### config.mk
export PLATFORM = sky130hd
export DESIGN_NAME = elapsed_timer
export DESIGN_NICKNAME = d
export VERILOG_FILES = /design/src/rtl/et_pkg.sv /design/src/rtl/et_tick_sync.sv /design/src/rtl/et_counter.sv /design/src/rtl/et_irq.sv /design/src/rtl/elapsed_timer.sv
export SDC_FILE = /design/constraint.sdc
export NUM_CORES = 1
export LEC_CHECK = 0
export ABC_CLOCK_PERIOD_IN_PS = 2220
export BUFFER_PORTS_ARGS = -buffer_cell sky130_fd_sc_hd__buf_2
export CAP_MARGIN = 20
export CORE_MARGIN = 2
export CORE_UTILIZATION = 35
export CTS_CLUSTER_DIAMETER = 30
export DETAILED_ROUTE_END_ITERATION = 6
export MAX_ROUTING_LAYER = met4
export PLACE_DENSITY = 0.6
export SYNTH_ARGS = -nofsm -noshare
export SYNTH_HDL_FRONTEND = slang
export SYNTH_SLANG_ARGS = --single-unit
### constraint.sdc
create_clock -name clk -period 2.22 [get_ports clk]
set_clock_uncertainty 0.1 [all_clocks]
set_input_delay 0.222 -clock clk [delete_from_list [all_inputs] [get_ports clk]]
set_output_delay 0.222 -clock clk [all_outputs]
set_load 0.01 [all_outputs]
### src/rtl/et_pkg.sv
package et_pkg;
  localparam int unsigned ET_CNT_W       = 24;
  localparam int unsigned ET_SYNC_STAGES = 2;
endpackage

### src/rtl/et_tick_sync.sv
module et_tick_sync #(
  parameter int unsigned STAGES = 2
) (
  input  logic clk,
  input  logic rst_n,
  input  logic tick_in,
  output logic tick_pulse_o
);
  localparam int unsigned LAST = STAGES - 1;

  logic [STAGES-1:0] sync_q, sync_d;
  logic              prev_q, prev_d;

  generate
    if (STAGES == 1) begin : g_one
      always_comb sync_d = tick_in;
    end else begin : g_chain
      always_comb sync_d = {sync_q[STAGES-2:0], tick_in};
    end
  endgenerate

  always_comb prev_d = sync_q[LAST];

  always_ff @(posedge clk or negedge rst_n) begin
    if (!rst_n) begin
      sync_q <= '0;
      prev_q <= 1'b0;
    end else begin
      sync_q <= sync_d;
      prev_q <= prev_d;
    end
  end

  always_comb tick_pulse_o = sync_q[LAST] & ~prev_q;

  // one count per edge, so the pulse never lasts two cycles
  assert_single_pulse_R2: assert property (@(posedge clk) disable iff (!rst_n)
    tick_pulse_o |=> !tick_pulse_o);
endmodule

### src/rtl/et_counter.sv
module et_counter #(
  parameter int unsigned CNT_W = 24
) (
  input  logic             clk,
  input  logic             rst_n,
  input  logic             inc_i,
  input  logic             load_i,
  input  logic [CNT_W-1:0] load_val_i,
  output logic [CNT_W-1:0] cnt_o,
  output logic             wrap_o
);
  localparam logic [CNT_W-1:0] ALL_ONES = {CNT_W{1'b1}};

  logic [CNT_W-1:0] cnt_q, cnt_d;
  logic             cnt_en;
  logic             do_inc;

  always_comb begin
    do_inc = inc_i & ~load_i;
    cnt_en = load_i | inc_i;
    cnt_d  = cnt_q;
    if (load_i)      cnt_d = load_val_i;
    else if (inc_i)  cnt_d = cnt_q + 1'b1;
  end

  always_ff @(posedge clk or negedge rst_n) begin
    if (!rst_n)      cnt_q <= '0;
    else if (cnt_en) cnt_q <= cnt_d;
  end

  always_comb begin
    cnt_o  = cnt_q;
    wrap_o = do_inc & (cnt_q == ALL_ONES);
  end

  assert_load_wins_R3: assert property (@(posedge clk) disable iff (!rst_n)
    load_i |=> cnt_q == $past(load_val_i));
  assert_add_one_R2: assert property (@(posedge clk) disable iff (!rst_n)
    (inc_i && !load_i) |=> cnt_q == CNT_W'($past(cnt_q) + 1'b1));
  assert_hold_R2: assert property (@(posedge clk) disable iff (!rst_n)
    (!inc_i && !load_i) |=> $stable(cnt_q));
  assert_wrap_zero_R4: assert property (@(posedge clk) disable iff (!rst_n)
    wrap_o |=> cnt_q == '0);
endmodule

### src/rtl/et_irq.sv
module et_irq (
  input  logic clk,
  input  logic rst_n,
  input  logic wrap_i,
  input  logic ack_i,
  input  logic enable_i,
  output logic req_o
);
  logic pend_q, pend_d;

  always_comb pend_d = wrap_i | (pend_q & ~ack_i);

  always_ff @(posedge clk or negedge rst_n) begin
    if (!rst_n) pend_q <= 1'b0;
    else        pend_q <= pend_d;
  end

  always_comb req_o = pend_q & enable_i;

  assert_wrap_sets_R5: assert property (@(posedge clk) disable iff (!rst_n)
    wrap_i |=> pend_q);
  assert_sticky_R7: assert property (@(posedge clk) disable iff (!rst_n)
    (pend_q && !ack_i) |=> pend_q);
  assert_ack_clears_R7: assert property (@(posedge clk) disable iff (!rst_n)
    (ack_i && !wrap_i) |=> !pend_q);
  assert_wrap_beats_ack_R8: assert property (@(posedge clk) disable iff (!rst_n)
    (ack_i && wrap_i) |=> pend_q);
endmodule

### src/rtl/elapsed_timer.sv
module elapsed_timer #(
  parameter int unsigned CNT_W       = et_pkg::ET_CNT_W,
  parameter int unsigned SYNC_STAGES = et_pkg::ET_SYNC_STAGES
) (
  input  logic             clk,
  input  logic             rst_n,
  input  logic             tick_in,
  input  logic             load_en,
  input  logic [CNT_W-1:0] load_val,
  input  logic             irq_enable,
  input  logic             irq_ack,
  output logic [CNT_W-1:0] count_o,
  output logic             irq_req_o
);
  logic tick_pulse;
  logic wrap;

  et_tick_sync #(.STAGES(SYNC_STAGES)) u_sync (
    .clk          (clk),
    .rst_n        (rst_n),
    .tick_in      (tick_in),
    .tick_pulse_o (tick_pulse)
  );

  et_counter #(.CNT_W(CNT_W)) u_cnt (
    .clk        (clk),
    .rst_n      (rst_n),
    .inc_i      (tick_pulse),
    .load_i     (load_en),
    .load_val_i (load_val),
    .cnt_o      (count_o),
    .wrap_o     (wrap)
  );

  et_irq u_irq (
    .clk      (clk),
    .rst_n    (rst_n),
    .wrap_i   (wrap),
    .ack_i    (irq_ack),
    .enable_i (irq_enable),
    .req_o    (irq_req_o)
  );

  assert_mask_gate_R6: assert property (@(posedge clk) disable iff (!rst_n)
    irq_req_o |-> irq_enable);
  assert_reset_state_R1: assert property (@(posedge clk)
    !rst_n |-> (count_o == '0 && !irq_req_o));
endmodule

==> results of run 1 <==
==> routing by layer <==
layer,part of all wire,vias to the layer above
li1,-,717
met1,0.49,645
met2,0.43,45
met3,0.065,4
met4,0.0097,0
met5,0,-
==> layout make-up <==
class	instances	area, um^2	area share
inverter	6	22.5	0.0118
clock buffer	4	55.1	0.0288
sequential	28	701	0.366
tap	50	62.6	0.0327
multi-input combinational	123	746	0.390
timing repair buffer	61	328	0.171
==> final timing paths <==
| kind | startpoint | slack (ns) | depth (start not counted) | endpoint |
|---|---|---|---|---|
| hold / removal | load_val[2] | 0.05 | 3 | u_cnt.cnt_o[2]$_DFFE_PN0P_ |
| setup / recovery | u_sync.prev_q$_DFF_PN0_ | 0.13 | 4 | u_cnt.cnt_o[17]$_DFFE_PN0P_ |
| hold reg to reg | u_sync.sync_q[0]$_DFF_PN0_ | 0.25 | 0 | u_sync.sync_q[1]$_DFF_PN0_ |
| min in group asynchronous | rst_n | 0.39 | 2 | u_cnt.cnt_o[17]$_DFFE_PN0P_ |
| setup reg to reg | u_sync.prev_q$_DFF_PN0_ | 0.13 | 4 | u_cnt.cnt_o[17]$_DFFE_PN0P_ |
| max in group asynchronous | rst_n | 1.22 | 2 | u_sync.prev_q$_DFF_PN0_ |
==> synth_stat cells, drive strengths merged (5+ instances only) <==
master and n:
nand2 20, o31ai 6, xor2 5, xnor2 7, a31oi 11, or4 6
o21ai 17, inv 6, dfrtp 28, nor2 13, nand4 8, nand3 6
clkbuf 6
==> kinds of logic after synthesis <==
family / after synthesis
compound gates: 36
xor+xnor: 12
fa+ha+maj: 1
buf+inv: 13
flops: 28
mux: 1
simple gates: 73
==> registers in the layout (all words and copies together) (netlist names) <==
register and flops:
u_sync.prev_q 1, u_cnt.cnt_o 24, u_irq.pend_q 1, u_sync.sync_q 2
==> tightest hold or removal path, stage by stage <==
cell	delay [ns]
buf_2	0.07
nand2_1	0.04
o21ai_0	0.05
==> metrics by stage <==
step	area [um^2]	cells	hold WS [ns]	worst slack [ns]
2_1_floorplan	1500	164	-0.174	0.0946
3_3_place_gp	1840	266	0.176	0.207
3_5_place_dp	1840	266	0.180	0.163
4_1_cts	1910	272	0.0448	0.134
5_1_grt	1910	272	0.0469	0.00846
6_report	1910	272	0.0513	0.133
==> power groups by stage <==
stage	sequential (uW)	clock (uW)	combinational, uW
6_report	610	314	213
5_1_grt	620	349	241
4_1_cts	610	331	217
3_5_place_dp	620	0	213
3_3_place_gp	618	0	213
2_1_floorplan	631	0	90.2
==> timing repair <==
item | 4_1_cts | 5_1_grt
hold buffers | 2 | 0
setup buffers | 0 | 0
hold endpoints to repair | 29 | 0
==> results.yml, run 1 <==
cells_and_area:
  n_antenna_cell: 0
  area_growth_pct: 27.3
  drive_gt1_frac: 0.302
  fillCellCount: 393
  layout_common_cells: "buf_2, dfrtp_1, nand2_1, o21ai_0, nor2_1"
  final_common_cell: "buf_2"
  nets: 254
  final_util: 0.472
routing:
  final_antenna_net_count: 0
  viasPerCell: 5.19
  vias: 1411
  finalWirelength_mm: 3.50
  wl_per_cell_um: 12.9
  dr.first_iter.drc_count: 75
  route.detailed.drc: 0
  firstDrtPassIters: 4
grt:
  grt_max_degree: 29
  grt.overflow.total: 0
  grt_pass1_vias: 1264
  busiest_layer: "met2"
  grt_util_met3: 0.0334
  antenna_found_initial: 0
  met1_usage: 0.217
  grt_util_met2: 0.225
  grt_first_pass_wirelength_mm: 5.95
  grt_use_total: 0.155
timing:
  relSlewSlack: 0.584
  setup_viol: 0
  period_needed_ns: 2.09
  tightest_slew_ns: 0.624
  max_freq_ghz: 0.479
  hold_violations: 0
  min_period_over_period: 0.940
  slew_violations: 0
  rsz0062_at_grt: "false"
  tns_ns: 0
power:
  clkPwrFrac: 0.276
  power.leakage_uw: 0.000838
  comb_power_share: 0.187
  switching_share: 0.286
  total_power_uw: 1140
  seq_power_share: 0.537
  worst_ir_drop_vdd_uv: 365
  powerDensity_mw_per_mm2: 594
  intPower_uw: 812
  p_switching_uw: 325
yosys:
  synth_area_leaders: "dfrtp_1, o21ai_0, nand2_1, a31oi_1, xnor2_1"
  async_reset_ff_frac: 1.00
  seq_area_frac_synth: 0.466
  synthMuxAreaShare: 0.00749
  synth_xor_area_frac: 0.0699
  yosysTopAreaCellShare: 0.466
  synth_nets: 195
  yosys.area.top_type: "dfrtp_1"
  syn_area_mm2: 0.00150
  yosys.area_share.simple: 0.270
  synth_cell_type_count: 31
  ys_seq_elements: 28
  synth_edf_count: 0
  synth_compound_area_frac: 0.141
  synthFlopType: "dfrtp_1"
  synth_top_family_by_area: "simple AND/OR/NAND/NOR gates"
  avgSynthCellArea_um2: 9.17
  yosysWarningCount: 0
  netlist_instances: 164
  synth_adder_area_share: 0.00832
die:
  ios: 55
  die_h_um: 69.6
  row_count: 23
  die_area_mm2: 0.00484
  initial_utilization: 0.371
  fp.dieW_um: 69.6
  core_area_mm2: 0.00406
clock_tree:
  cts_max_level: 1
  clk_pin_slew_ns: 0.09
  cts.repair.resized: 0
  cts_buffers: 3
  clk-insertion-delay-late_ns: 0.27
  clock-sinks: 28
  clk_path_buf_depth: 2
  ctsRootBufferMaster: "clkbuf_8"
  cts_tree: "yes"
placement:
  io_buffers: 54
  dp.final_hpwl_mm: 2.61
  place_congestion: 0.799
worst_setup_path:
  end_kind: "flip-flop"
  startpoint_type: "flip-flop"
  critPathRequiredTime_ns: 2.32
  path_cells: "and4b_4 -> or4b_4 -> or4_1 -> a31oi_1"
  worst-path-max-fanout: 14
  critPathBufInv: 0
  cpMaxStageDelayCell: "or4b_4"
  slowest_delay_ns: 0.55
  crit_type: "reg -> reg"
  arrival_ns: 2.18
  path_delay_family: "simple AND/OR/NAND/NOR gates"
run:
  maxCapViolCount: 0
outcome:
  status: "complete, no violations"
min_path:
  hp-class: "in -> reg"
Power figures use the tool's default switching activity.
==> inputs of run 2 (changes only) <==
Settings changed: ABC_CLOCK_PERIOD_IN_PS 2220 to 1700, PLACE_DENSITY 0.6 to 0.62.
Clock period 2.22 ns to 1.7 ns, I/O delays scaled along.
==> run 2 against run 1 <==
The flow now finishes with violations (negative setup slack). Sequential power up 26%. Die area is the same. Hold slack worse by 0.050 ns. Total power up 46%. Critical path depth unchanged. Non-clock buffer count increased by 55. Register-to-register slack got worse by 0.41 ns. Global-route usage up 3.5 points. Fmax increased by 5.5%. Design area is 32% higher. Critical endpoint is now u_cnt.cnt_o[23]$_DFFE_PN0P_. Highest routed layer unchanged.
==> results.yml, run 2 (same netlist as run 1, synthesis figures left out) <==
power:
  powerDensity_mw_per_mm2: 656
  power.leakage_uw: 0.00118
  worst_ir_drop_vdd_uv: 484
cells_and_area:
  seq_area_um2: 702
  nets: 310
  n_antenna_cell: 0
  final_common_cell: "buf_2"
  final_util: 0.622
  layout_common_cells: "buf_2, buf_4, dfrtp_1, nand2_1, nor2_1"
  finalNonFillerCells: 328
  largest_reg_flops: 24
  fillCellCount: 347
  multi_input_area_um2: 901
  drive_gt1_frac: 0.471
  area_growth_pct: 67.8
placement:
  place_congestion: 0.781
  dp.final_hpwl_mm: 2.97
  place_ws_ns: -0.331
  io_buffers: 54
  dp_cells: 305
clock_tree:
  clk_path_buf_depth: 2
  cts_tree: "yes"
  clk_pin_slew_ns: 0.10
  cts_max_level: 1
  clock-sinks: 28
  cts_buffers: 3
  ctsRootBufferMaster: "clkbuf_8"
  clk-insertion-delay-late_ns: 0.28
timing:
  min_period_over_period: 1.16
  period_needed_ns: 1.98
  hold_ws_ns: 0.00111
  setup_viol: 13
  max_freq_ghz: 0.506
  relSlewSlack: 0.587
  hold_violations: 0
  rsz0062_at_grt: "true"
  worst_slack_ns: -0.278
  tightest_slew_ns: 0.620
  slew_violations: 0
worst_setup_path:
  critPathRequiredTime_ns: 1.81
  arrival_ns: 2.09
  worst-path-max-fanout: 6
  end_kind: "flip-flop"
  startpoint_type: "flip-flop"
  path_delay_family: "simple AND/OR/NAND/NOR gates"
  critPathBufInv: 0
  cpMaxStageDelayCell: "or4b_4"
  path_cells: "and4b_4 -> or4b_4 -> or4_4 -> a31oi_4"
  slowest_delay_ns: 0.51
  crit_type: "reg -> reg"
die:
  initial_utilization: 0.371
  ios: 55
  fp.dieW_um: 69.6
  die_h_um: 69.6
  die_area_mm2: 0.00484
  core_area_mm2: 0.00406
  row_count: 23
routing:
  finalWirelength_mm: 4.27
  route.detailed.drc: 0
  route.met3.wl_um: 212
  viasPerCell: 5.04
  firstDrtPassIters: 4
  final_antenna_net_count: 0
  vias: 1653
  wl_per_cell_um: 13.0
  highest_layer: "met4"
  wl_met1_mm: 1.88
  met2_length_mm: 2.14
  dr.first_iter.drc_count: 37
outcome:
  status: "finished, violations left"
  violations: "negative setup slack"
grt:
  grt.overflow.total: 0
  grt_first_pass_wirelength_mm: 7.32
  grt_use_total: 0.190
  grt_pass1_vias: 1695
  grt_max_degree: 29
  antenna_found_initial: 0
run:
  maxCapViolCount: 0
min_path:
  hp-class: "in -> reg"
[run 2: cell count changes in the layout (fill, tap and decap cells not counted), moves of 2 or more]
cell           change
buf_6              +6
nor4_1             -3
nor4_4             +3
or4_4              +2
buf_4             +42
dlygate4sd3_1      +7
o21ai_1            +5
or4_1              -2
o21ai_0            -6
[run 2: worst paths after layout]
check	depth (start not counted)	from	slack, ns	end
setup reg to reg	4	u_sync.prev_q$_DFF_PN0_	-0.28	u_cnt.cnt_o[23]$_DFFE_PN0P_
setup / recovery	4	u_sync.prev_q$_DFF_PN0_	-0.28	u_cnt.cnt_o[23]$_DFFE_PN0P_
hold / removal	3	load_val[10]	0.001	u_cnt.cnt_o[10]$_DFFE_PN0P_
hold reg to reg	0	u_sync.sync_q[0]$_DFF_PN0_	0.27	u_sync.sync_q[1]$_DFF_PN0_
max in group asynchronous	2	rst_n	0.71	u_cnt.cnt_o[1]$_DFFE_PN0P_
min in group asynchronous	2	rst_n	0.34	u_cnt.cnt_o[17]$_DFFE_PN0P_
[run 2: metal layers]
layer,up-vias,GRT usage
met4,0,0.0458
met3,6,0.0407
met2,46,0.332
met5,-,-
met1,767,0.224
li1,834,-
[run 2: cell type report]
cell class                      count  share of cell area
Multi-Input combinational cell    124               0.357
Timing Repair Buffer              116               0.309
Sequential cell                    28               0.278
Tap cell                           50              0.0248
Clock buffer                        4              0.0218
Inverter                            6             0.00892
[run 2: what timing repair did]
| item | 4_1_cts | 5_1_grt |
|---|---|---|
| buffers inserted | 7 | 3 |
| hold endpoints to repair | 36 | 0 |
| pin swaps | 11 | 11 |
| cloned | 1 | 0 |
| resized for setup | 16 | 18 |
| endpoints found under the setup margin | 13 | 16 |
| hold buffers | 9 | 0 |
[run 2: report_power, final]
group	switching [uW]	internal (uW)	leakage [uW]
clock network	211	208	0.0000288
logic	226	243	0.000824
registers	43.8	723	0.000327
[run 2: worst min-delay path, stage by stage]
cell and delay (ns):
buf_2 0.08, nand2_1 0.04, o21ai_1 0.05
[run 2: metrics by stage]
stage,setup TNS [ns],power (uW),cell area (um^2)
2_1_floorplan,-2.70,942,1510
3_3_place_gp,-2.11,1170,2130
3_5_place_dp,-2.70,1180,2130
4_1_cts,-2.22,1640,2410
5_1_grt,-4.11,1740,2520
6_report,-2.55,1650,2520
==> inputs of run 3 (changes only) <==
Settings changed: PLACE_DENSITY 0.62 to unset.
==> run 3 against run 2 <==
The flow finishes with violations (negative hold slack, negative setup slack). First-iteration DRC count rose to 3.0 times the previous value. Final cell count down 2.7%. Wire length down 0.96%. Sequential cell count unchanged. Worst setup slack better by 0.0049 ns. Non-clock buffer count down 9. Count of clock-buffer cells in the layout unchanged. Critical path depth unchanged. Combinational power down 5.5%. Hold slack worse by 0.0023 ns. Sequential power down 0.5%. Core utilization down 3.1 points. Critical endpoint is now u_cnt.cnt_o[19]$_DFFE_PN0P_.
==> results.yml, run 3 (same netlist as run 1, synthesis figures left out) <==
placement:
  dp.final_hpwl_mm: 3.01
  place_congestion: 0.776
  io_buffers: 54
  place_ws_ns: -0.276
worst_setup_path:
  startpoint_type: "flip-flop"
  arrival_ns: 2.07
  critPathRequiredTime_ns: 1.80
  worst-path-max-fanout: 6
  cpMaxStageDelayCell: "or4b_4"
  end_kind: "flip-flop"
  crit_type: "reg -> reg"
  slowest_delay_ns: 0.50
  path_cells: "and4b_4 -> or4b_4 -> or4_1 -> a31oi_1"
routing:
  dr.first_iter.drc_count: 111
  viasPerCell: 5.06
  finalWirelength_mm: 4.23
  vias: 1614
  wl_per_cell_um: 13.3
  route.detailed.drc: 0
  final_antenna_net_count: 0
  firstDrtPassIters: 4
die:
  ios: 55
  initial_utilization: 0.371
  die_area_mm2: 0.00484
  fp.dieW_um: 69.6
  core_area_mm2: 0.00406
  row_count: 23
  die_h_um: 69.6
timing:
  hold_violations: 2
  tightest_slew_ns: 0.662
  tns_ns: -1.88
  hold_ws_ns: -0.00123
  period_needed_ns: 1.97
  relSlewSlack: 0.558
  worst_slack_ns: -0.273
  min_period_over_period: 1.16
  max_freq_ghz: 0.507
  rsz0062_at_grt: "true"
  slew_violations: 0
  setup_viol: 11
cells_and_area:
  layout_common_cells: "buf_2, buf_4, dfrtp_1, nand2_1"
  nets: 301
  seq_area_um2: 702
  fillCellCount: 348
  n_antenna_cell: 0
  largest_reg_flops: 24
  drive_gt1_frac: 0.454
  area_growth_pct: 59.5
  multi_input_area_um2: 872
  final_common_cell: "buf_2"
  final_util: 0.591
power:
  total_power_uw: 1590
  worst_ir_drop_vdd_uv: 318
  power.leakage_uw: 0.00112
  powerDensity_mw_per_mm2: 662
clock_tree:
  clk_path_buf_depth: 2
  ctsRootBufferMaster: "clkbuf_8"
  cts_max_level: 1
  clk-insertion-delay-late_ns: 0.28
  cts_buffers: 3
  clk_pin_slew_ns: 0.10
  clock-sinks: 28
  cts_tree: "yes"
run:
  maxCapViolCount: 0
outcome:
  status: "finished, violations left"
  violations: "negative hold slack, negative setup slack"
grt:
  antenna_found_initial: 0
  grt_pass1_vias: 1432
  grt_max_degree: 29
  grt.overflow.total: 0
  grt_use_total: 0.177
  grt_first_pass_wirelength_mm: 6.74
min_path:
  hp-class: "in -> reg"
## run 3: cell type report
class,count,area share
well taps,50,0.0261
inverters,6,0.00939
repair buffers,107,0.290
multi-input cells,124,0.364
clock buffers,4,0.0188
flip-flops and latches,28,0.293
## run 3: report_power, final
group | switching (uW) | leakage, uW | total, uW | internal, uW
clock network | 213 | 0.0000228 | 381 | 168
registers | 39.7 | 0.000327 | 763 | 723
logic | 222 | 0.000772 | 443 | 221
## run 3: final timing paths
kind,cells after the start,slack [ns],endpoint,startpoint
worst max-delay path,4,-0.27,u_cnt.cnt_o[19]$_DFFE_PN0P_,u_sync.prev_q$_DFF_PN0_
worst min-delay path,3,-0.001,u_cnt.cnt_o[5]$_DFFE_PN0P_,load_val[5]
worst max register to register,4,-0.27,u_cnt.cnt_o[19]$_DFFE_PN0P_,u_sync.prev_q$_DFF_PN0_
worst min register to register,0,0.26,u_sync.sync_q[1]$_DFF_PN0_,u_sync.sync_q[0]$_DFF_PN0_
max in group asynchronous,2,0.67,u_cnt.cnt_o[1]$_DFFE_PN0P_,rst_n
min in group asynchronous,2,0.36,u_cnt.cnt_o[16]$_DFFE_PN0P_,rst_n
## run 3: timing repair
item	CTS	global route
setup buffers	4	1
gates resized for setup	13	13
setup endpoints to repair	13	16
hold endpoints to repair	33	0
pin swaps	10	8
gates cloned	1	0
hold buffers	6	0
## run 3: routing by layer
| layer | track usage | share of wire | vias to the layer above |
|---|---|---|---|
| li1 | - | - | 813 |
| met1 | 0.240 | 0.48 | 754 |
| met2 | 0.283 | 0.47 | 45 |
| met3 | 0.0262 | 0.045 | 2 |
| met4 | 0.0392 | 0.0033 | 0 |
| met5 | - | 0 | - |
## run 3: metrics by stage
step / cell area (um^2) / std cells
finish: 2400 / 319
global placement: 2120 / 303
floorplan: 1510 / 164
CTS: 2320 / 318
global route: 2400 / 319
detailed placement: 2120 / 303
## run 3: worst max-delay path: cells and delay by family (launching register included)
family	cells	cell delay, ns
flops	1	0.39
simple gates	3	1.25
compound gates	1	0.16
